File: config.mk
export PLATFORM = sky130hd
export DESIGN_NAME = agu_top
export DESIGN_NICKNAME = d
export VERILOG_FILES = /design/src/rtl/agu_pkg.sv /design/src/rtl/agu_ctrl.sv /design/src/rtl/agu_datapath.sv /design/src/rtl/agu_top.sv
export SDC_FILE = /design/constraint.sdc
export NUM_CORES = 1
export LEC_CHECK = 0
export BUFFER_PORTS_ARGS = -buffer_cell sky130_fd_sc_hd__buf_2
export CORE_UTILIZATION = 60
export CTS_BUF_LIST = sky130_fd_sc_hd__clkbuf_4 sky130_fd_sc_hd__clkbuf_8
export DETAILED_ROUTE_END_ITERATION = 8
export HOLD_SLACK_MARGIN = 0.08
export PLACE_DENSITY = 0.84
export REMOVE_ABC_BUFFERS = 1
export SETUP_SLACK_MARGIN = 0.15
export SLEW_MARGIN = 20
export SYNTH_ARGS = -nofsm -noshare
export SYNTH_HDL_FRONTEND = slang
export SYNTH_SLANG_ARGS = --single-unit
File: constraint.sdc
create_clock -name clk -period 18 [get_ports clk]
set_clock_uncertainty 0.2 [all_clocks]
set_input_delay 0.9 -clock clk [delete_from_list [all_inputs] [get_ports clk]]
set_output_delay 0.9 -clock clk [all_outputs]
set_load 0.02 [all_outputs]
File: src/rtl/agu_pkg.sv
package agu_pkg;

  typedef enum logic [2:0] {
    MODE_IND   = 3'd0,
    MODE_POST  = 3'd1,
    MODE_PRE   = 3'd2,
    MODE_CIRC  = 3'd3,
    MODE_BREV  = 3'd4,
    MODE_ALIGN = 3'd5
  } agu_mode_e;

  typedef enum logic [2:0] {
    UPD_NONE,
    UPD_LIN,
    UPD_CIRC,
    UPD_BREV,
    UPD_ALIGN
  } upd_kind_e;

  typedef struct packed {
    logic      fire;
    logic      preForm;
    logic      down;
    upd_kind_e kind;
    logic      cfgPtr;
    logic      cfgBase;
    logic      cfgLen;
  } agu_strobe_t;

endpackage

File: src/rtl/agu_ctrl.sv
module agu_ctrl
  import agu_pkg::*;
(
  input  logic        clk,
  input  logic        rstN,
  input  logic        reqValid,
  input  logic [2:0]  reqMode,
  input  logic        reqDown,
  input  logic        cfgWe,
  input  logic [1:0]  cfgSel,
  output agu_strobe_t strobe,
  output logic        addrValid
);

  always_comb begin
    strobe         = '0;
    strobe.fire    = reqValid;
    strobe.down    = reqDown;
    strobe.kind    = UPD_NONE;
    if (reqValid) begin
      unique case (reqMode)
        MODE_POST:  strobe.kind = UPD_LIN;
        MODE_PRE: begin
          strobe.kind    = UPD_LIN;
          strobe.preForm = 1'b1;
        end
        MODE_CIRC:  strobe.kind = UPD_CIRC;
        MODE_BREV:  strobe.kind = UPD_BREV;
        MODE_ALIGN: strobe.kind = UPD_ALIGN;
        default:    strobe.kind = UPD_NONE;
      endcase
    end
    strobe.cfgPtr  = cfgWe && (cfgSel == 2'd0);
    strobe.cfgBase = cfgWe && (cfgSel == 2'd1);
    strobe.cfgLen  = cfgWe && (cfgSel == 2'd2);
  end

  always_ff @(posedge clk or negedge rstN) begin
    if (!rstN) addrValid <= 1'b0;
    else       addrValid <= reqValid;
  end

endmodule

File: src/rtl/agu_datapath.sv
module agu_datapath
  import agu_pkg::*;
#(
  parameter int AW      = 16,
  parameter int NUM_PTR = 4,
  localparam int IW     = (NUM_PTR > 1) ? $clog2(NUM_PTR) : 1,
  localparam int FW     = $clog2(AW + 1)
) (
  input  logic           clk,
  input  logic           rstN,
  input  agu_strobe_t    strobe,
  input  logic [IW-1:0]  reqIdx,
  input  logic [AW-1:0]  reqStep,
  input  logic [IW-1:0]  cfgIdx,
  input  logic [AW-1:0]  cfgData,
  output logic [AW-1:0]  addrOut
);

  logic [AW-1:0] ptrQ  [NUM_PTR];
  logic [AW-1:0] baseQ [NUM_PTR];
  logic [AW-1:0] lenQ  [NUM_PTR];

  logic [AW-1:0] curPtr, curBase, curLen;
  logic [AW-1:0] linNext, circNext, brevNext, alignNext, nextPtr, emitAddr;

  function automatic logic [AW-1:0] revField(input logic [AW-1:0] x, input int k);
    logic [AW-1:0] r;
    r = '0;
    for (int i = 0; i < AW; i++) begin
      if (i < k) r[i] = x[k-1-i];
    end
    return r;
  endfunction

  assign curPtr  = ptrQ[reqIdx];
  assign curBase = baseQ[reqIdx];
  assign curLen  = lenQ[reqIdx];

  // linear step, modulo 2^AW
  assign linNext = strobe.down ? (curPtr - reqStep) : (curPtr + reqStep);

  // circular window [base, base+len)
  logic [AW:0] offUp, offDn, lenW, stepW;
  always_comb begin
    lenW  = {1'b0, curLen};
    stepW = {1'b0, reqStep};
    offUp = {1'b0, curPtr - curBase} + stepW;
    offDn = {1'b0, curPtr - curBase};
    if (!strobe.down) begin
      if (offUp >= lenW) circNext = curPtr + reqStep - curLen;
      else               circNext = curPtr + reqStep;
    end else begin
      if (offDn < stepW) circNext = curPtr - reqStep + curLen;
      else               circNext = curPtr - reqStep;
    end
  end

  // reverse-carry step inside the low K bits
  int            fieldK;
  logic [AW-1:0] fieldMask, revPtr, revStep, revSum;
  always_comb begin
    fieldK = int'(curLen[FW-1:0]);
    if (fieldK > AW) fieldK = AW;
    fieldMask = '0;
    for (int i = 0; i < AW; i++) begin
      if (i < fieldK) fieldMask[i] = 1'b1;
    end
    revPtr   = revField(curPtr, fieldK);
    revStep  = revField(reqStep, fieldK);
    revSum   = strobe.down ? (revPtr - revStep) : (revPtr + revStep);
    brevNext = (curPtr & ~fieldMask) | (revField(revSum, fieldK) & fieldMask);
  end

  // aligned power-of-two window
  logic [AW-1:0] alignMask;
  assign alignMask = curLen - 1'b1;
  assign alignNext = (curPtr & ~alignMask) | (linNext & alignMask);

  always_comb begin
    unique case (strobe.kind)
      UPD_LIN:   nextPtr = linNext;
      UPD_CIRC:  nextPtr = circNext;
      UPD_BREV:  nextPtr = brevNext;
      UPD_ALIGN: nextPtr = alignNext;
      default:   nextPtr = curPtr;
    endcase
    emitAddr = strobe.preForm ? nextPtr : curPtr;
  end

  for (genvar g = 0; g < NUM_PTR; g++) begin : g_regs
    always_ff @(posedge clk or negedge rstN) begin
      if (!rstN) begin
        ptrQ[g]  <= '0;
        baseQ[g] <= '0;
        lenQ[g]  <= '0;
      end else begin
        if (strobe.cfgPtr && cfgIdx == IW'(g))
          ptrQ[g] <= cfgData;
        else if (strobe.fire && reqIdx == IW'(g))
          ptrQ[g] <= nextPtr;
        if (strobe.cfgBase && cfgIdx == IW'(g)) baseQ[g] <= cfgData;
        if (strobe.cfgLen  && cfgIdx == IW'(g)) lenQ[g]  <= cfgData;
      end
    end
  end

  always_ff @(posedge clk or negedge rstN) begin
    if (!rstN)            addrOut <= '0;
    else if (strobe.fire) addrOut <= emitAddr;
  end

endmodule

File: src/rtl/agu_top.sv
module agu_top
  import agu_pkg::*;
#(
  parameter int AW      = 16,
  parameter int NUM_PTR = 4,
  localparam int IW     = (NUM_PTR > 1) ? $clog2(NUM_PTR) : 1
) (
  input  logic          clk,
  input  logic          rstN,
  input  logic          reqValid,
  input  logic [IW-1:0] reqIdx,
  input  logic [2:0]    reqMode,
  input  logic [AW-1:0] reqStep,
  input  logic          reqDown,
  input  logic          cfgWe,
  input  logic [1:0]    cfgSel,
  input  logic [IW-1:0] cfgIdx,
  input  logic [AW-1:0] cfgData,
  output logic          addrValid,
  output logic [AW-1:0] addrOut
);

  agu_strobe_t strobe;

  agu_ctrl u_ctrl (
    .clk       (clk),
    .rstN      (rstN),
    .reqValid  (reqValid),
    .reqMode   (reqMode),
    .reqDown   (reqDown),
    .cfgWe     (cfgWe),
    .cfgSel    (cfgSel),
    .strobe    (strobe),
    .addrValid (addrValid)
  );

  agu_datapath #(.AW(AW), .NUM_PTR(NUM_PTR)) u_dp (
    .clk     (clk),
    .rstN    (rstN),
    .strobe  (strobe),
    .reqIdx  (reqIdx),
    .reqStep (reqStep),
    .cfgIdx  (cfgIdx),
    .cfgData (cfgData),
    .addrOut (addrOut)
  );

endmodule

==> results.yml <==
outcome:
  status: "completed"
cts:
  clock_latency_ps: 580
  cts_resized: 0
  cts_tree: "built"
  cts_setup_buffers: 0
  h-tree-depth: 1
  numCtsBuffers: 28
  cts.sinks: 209
  clkSlewWorstSetupHoldPaths_ps: 70
  cts.path.max_buffers: 3
  cts_root_buf: "clkbuf_8"
  hold_buffers: 0
drt:
  vias: 21600
  remaining_drc_errors: 0
  firstDrtPassIters: 7
  wl_per_cell_um: 28.29
  viasPerCell: 7.329
  drtAntennaViolNets: 0
  finalWirelength_um: 83380
  dr.first_iter.drc_count: 3453
synth:
  ys.flop_type: "dfrtp_1"
  synthArstFlopShare_pct: 100.0
  syn_area_per_cell_um2: 8.557
  synth.most_common_cell: "nor2_1"
  ys_seq_elements: 209
  yosys_warnings: 0
  synth_top_area_share_pct: 24.54
  syn_inst: 2491
  synth_area_um2: 21320
  synth-edff-count: 0
  synth_top_area_cell: "dfrtp_1"
  synth_common_cells: "212 x nor2_1, 209 x dfrtp_1, 199 x nand2_1, 171 x a21oi_1, 159 x o21ai_0"
  synthDistinctLibCells: 95
  ys_seq_area_share_pct: 24.54
  synthTopCellsByArea: "dfrtp_1 25%, ha_1 9.0%, mux2_2 7.7%"
placement:
  hpwlAfterDp_um: 61160
  portBuffers: 62
  place_area_um2: 21910
  placed_cells: 2898
  routabilityCongestion: 1.046
min_path:
  min_path_type: "primary input to async pin"
floorplan:
  die-height_um: 190.5
  die_w_um: 190.5
  die_area_um2: 36280
  io_pins: 63
  initial_utilization_pct: 61.40
  coreArea_um2: 34710
  row_count: 68
setup_path:
  worstSetupEndpointType: "flop"
  worst_r2r_endpoint: "u_dp.ptrQ[49]$_DFFE_PN0P_"
  critical_path.endpoint: "u_dp.ptrQ[49]$_DFFE_PN0P_"
  critPathLaunchType: "primary input"
  slowest_stage: "a32oi_2"
  path_class: "primary input to flop"
  critPathMaxFanout: 58
  r2r_cells: 34
  cpMostUsedCell: "ha_1"
  slowest_delay_ps: 880
  cp-startpoint: "reqIdx[1]"
  required_ps: 18220
  timing.rr.start: "u_dp.lenQ[1]$_DFFE_PN0P_"
  arrival_ps: 12580
  r2r_slack_ps: 6040
timing:
  max-slew-margin-rel_pct: 21.40
  setup_viol: 0
  worstMarginPinSlew_ps: 1179
  fin_crit_sh_pct: 68.67
  fin_crit_ps: 12360
  fmax_ghz: 0.08090
  drv_slew: 0
  rsz0062_at_grt: "no"
  hold_ws_ps: 273.4
  fin_tns_setup_ps: 0
  finalHoldViolCount: 0
global_route:
  overflow: 0
  met3_usage_pct: 11.43
  grt_max_degree: 117
  grtUsageMet2_pct: 66.66
  first_global_vias: 20470
  use_met1_pct: 60.46
  busiest_layer: "met2"
  track_usage_pct: 45.35
  grt_pass1_wl_um: 123900
  antenna_found_initial: 0
layout:
  nets: 2680
  antenna_cells: 0
  drive_gt1_share_pct: 15.81
  multi_input_area_um2: 15000
  seqCellArea_um2: 5230
  area_growth_pct: 5.418
  stdcell_count: 2947
  num-fill-cells: 2854
  postLayoutCellArea_um2: 22470
job:
  cap_violations: 0
==> final cells by class <==
type,instances,share of cell area [%]
flip-flops and latches,209,23.28
clock buffers,41,2.289
inverters,133,2.222
clock inverters,8,0.2060
repair buffers,100,2.701
multi-input cells,2001,66.77
well taps,455,2.534
==> worst max-delay path, delay by kind of cell <==
kind,cells,cell delay (ps)
adders and majority gates,4,1220
AOI/OAI and AO/OA,12,4280
muxes,3,1120
buffers and inverters,6,2150
and+or+nand+nor,10,2630
xor gates and xnor gates,1,150
==> worst min-delay path by stage <==
stage                     depth (start not counted)  slack (ps)                         end
after floorplan                                   1         270  u_dp.baseQ[48]$_DFFE_PN0P_
after global placement                            1         280   u_dp.lenQ[60]$_DFFE_PN0P_
after detailed placement                          1         290   u_dp.lenQ[31]$_DFFE_PN0P_
after CTS                                         1         310  u_dp.baseQ[23]$_DFFE_PN0P_
after global routing                              1         310   u_dp.lenQ[36]$_DFFE_PN0P_
final                                             1         270   u_dp.ptrQ[24]$_DFFE_PN0P_
==> per-layer routing <==
layer / up-vias / share of wire (%)
met3: 423 / 13
met5: - / 0
met1: 10360 / 38
met4: 0 / 7.3
li1: 9181 / -
met2: 1631 / 42
==> flip-flops by register name, indices dropped and copies added, names as in the netlist <==
| register | cells |
|---|---|
| u_ctrl.addrValid | 1 |
| u_dp.baseQ | 64 |
| u_dp.lenQ | 64 |
| u_dp.addrOut | 16 |
| u_dp.ptrQ | 64 |
==> placed cells by master, fill, tap and decap left out, types with 37 or more instances in the layout <==
cell / Yosys / final
ha_1: 154 / 154
xnor2_1: 70 / 70
mux2i_1: 91 / 91
nand2_1: 199 / 198
mux2_2: 145 / 145
nor2_1: 212 / 212
and3_1: 49 / 49
nor3_1: 47 / 43
buf_4: 5 / 39
nand3_1: 47 / 47
inv_1: 125 / 125
o21ai_0: 159 / 159
dfrtp_1: 209 / 209
buf_2: 12 / 60
or3_1: 37 / 37
a21oi_1: 171 / 171
mux4_2: 49 / 49
==> stage by stage <==
stage                     utilization (%)  setup WS (ps)
after floorplan                         -           6704
after global placement              63.12           5878
after detailed placement            63.12           5513
after CTS                           64.73           6085
after global routing                64.73           4915
final                               64.73           5639
==> kinds of logic (layout without fill, tap and decap cells) <==
group	after synthesis	after routing	synth area share, %
muxes	287	287	17.23
xor gates and xnor gates	103	103	4.303
buffers and inverters	281	282	5.177
AOI/OAI and AO/OA	695	695	21.86
DFF	209	209	24.54
and+or+nand+nor	755	755	17.19
adders and majority gates	161	161	9.697
Power is left out: the tool's default activity adds up to more than one toggle a clock period on the data nets, which glitch-free logic cannot reach.
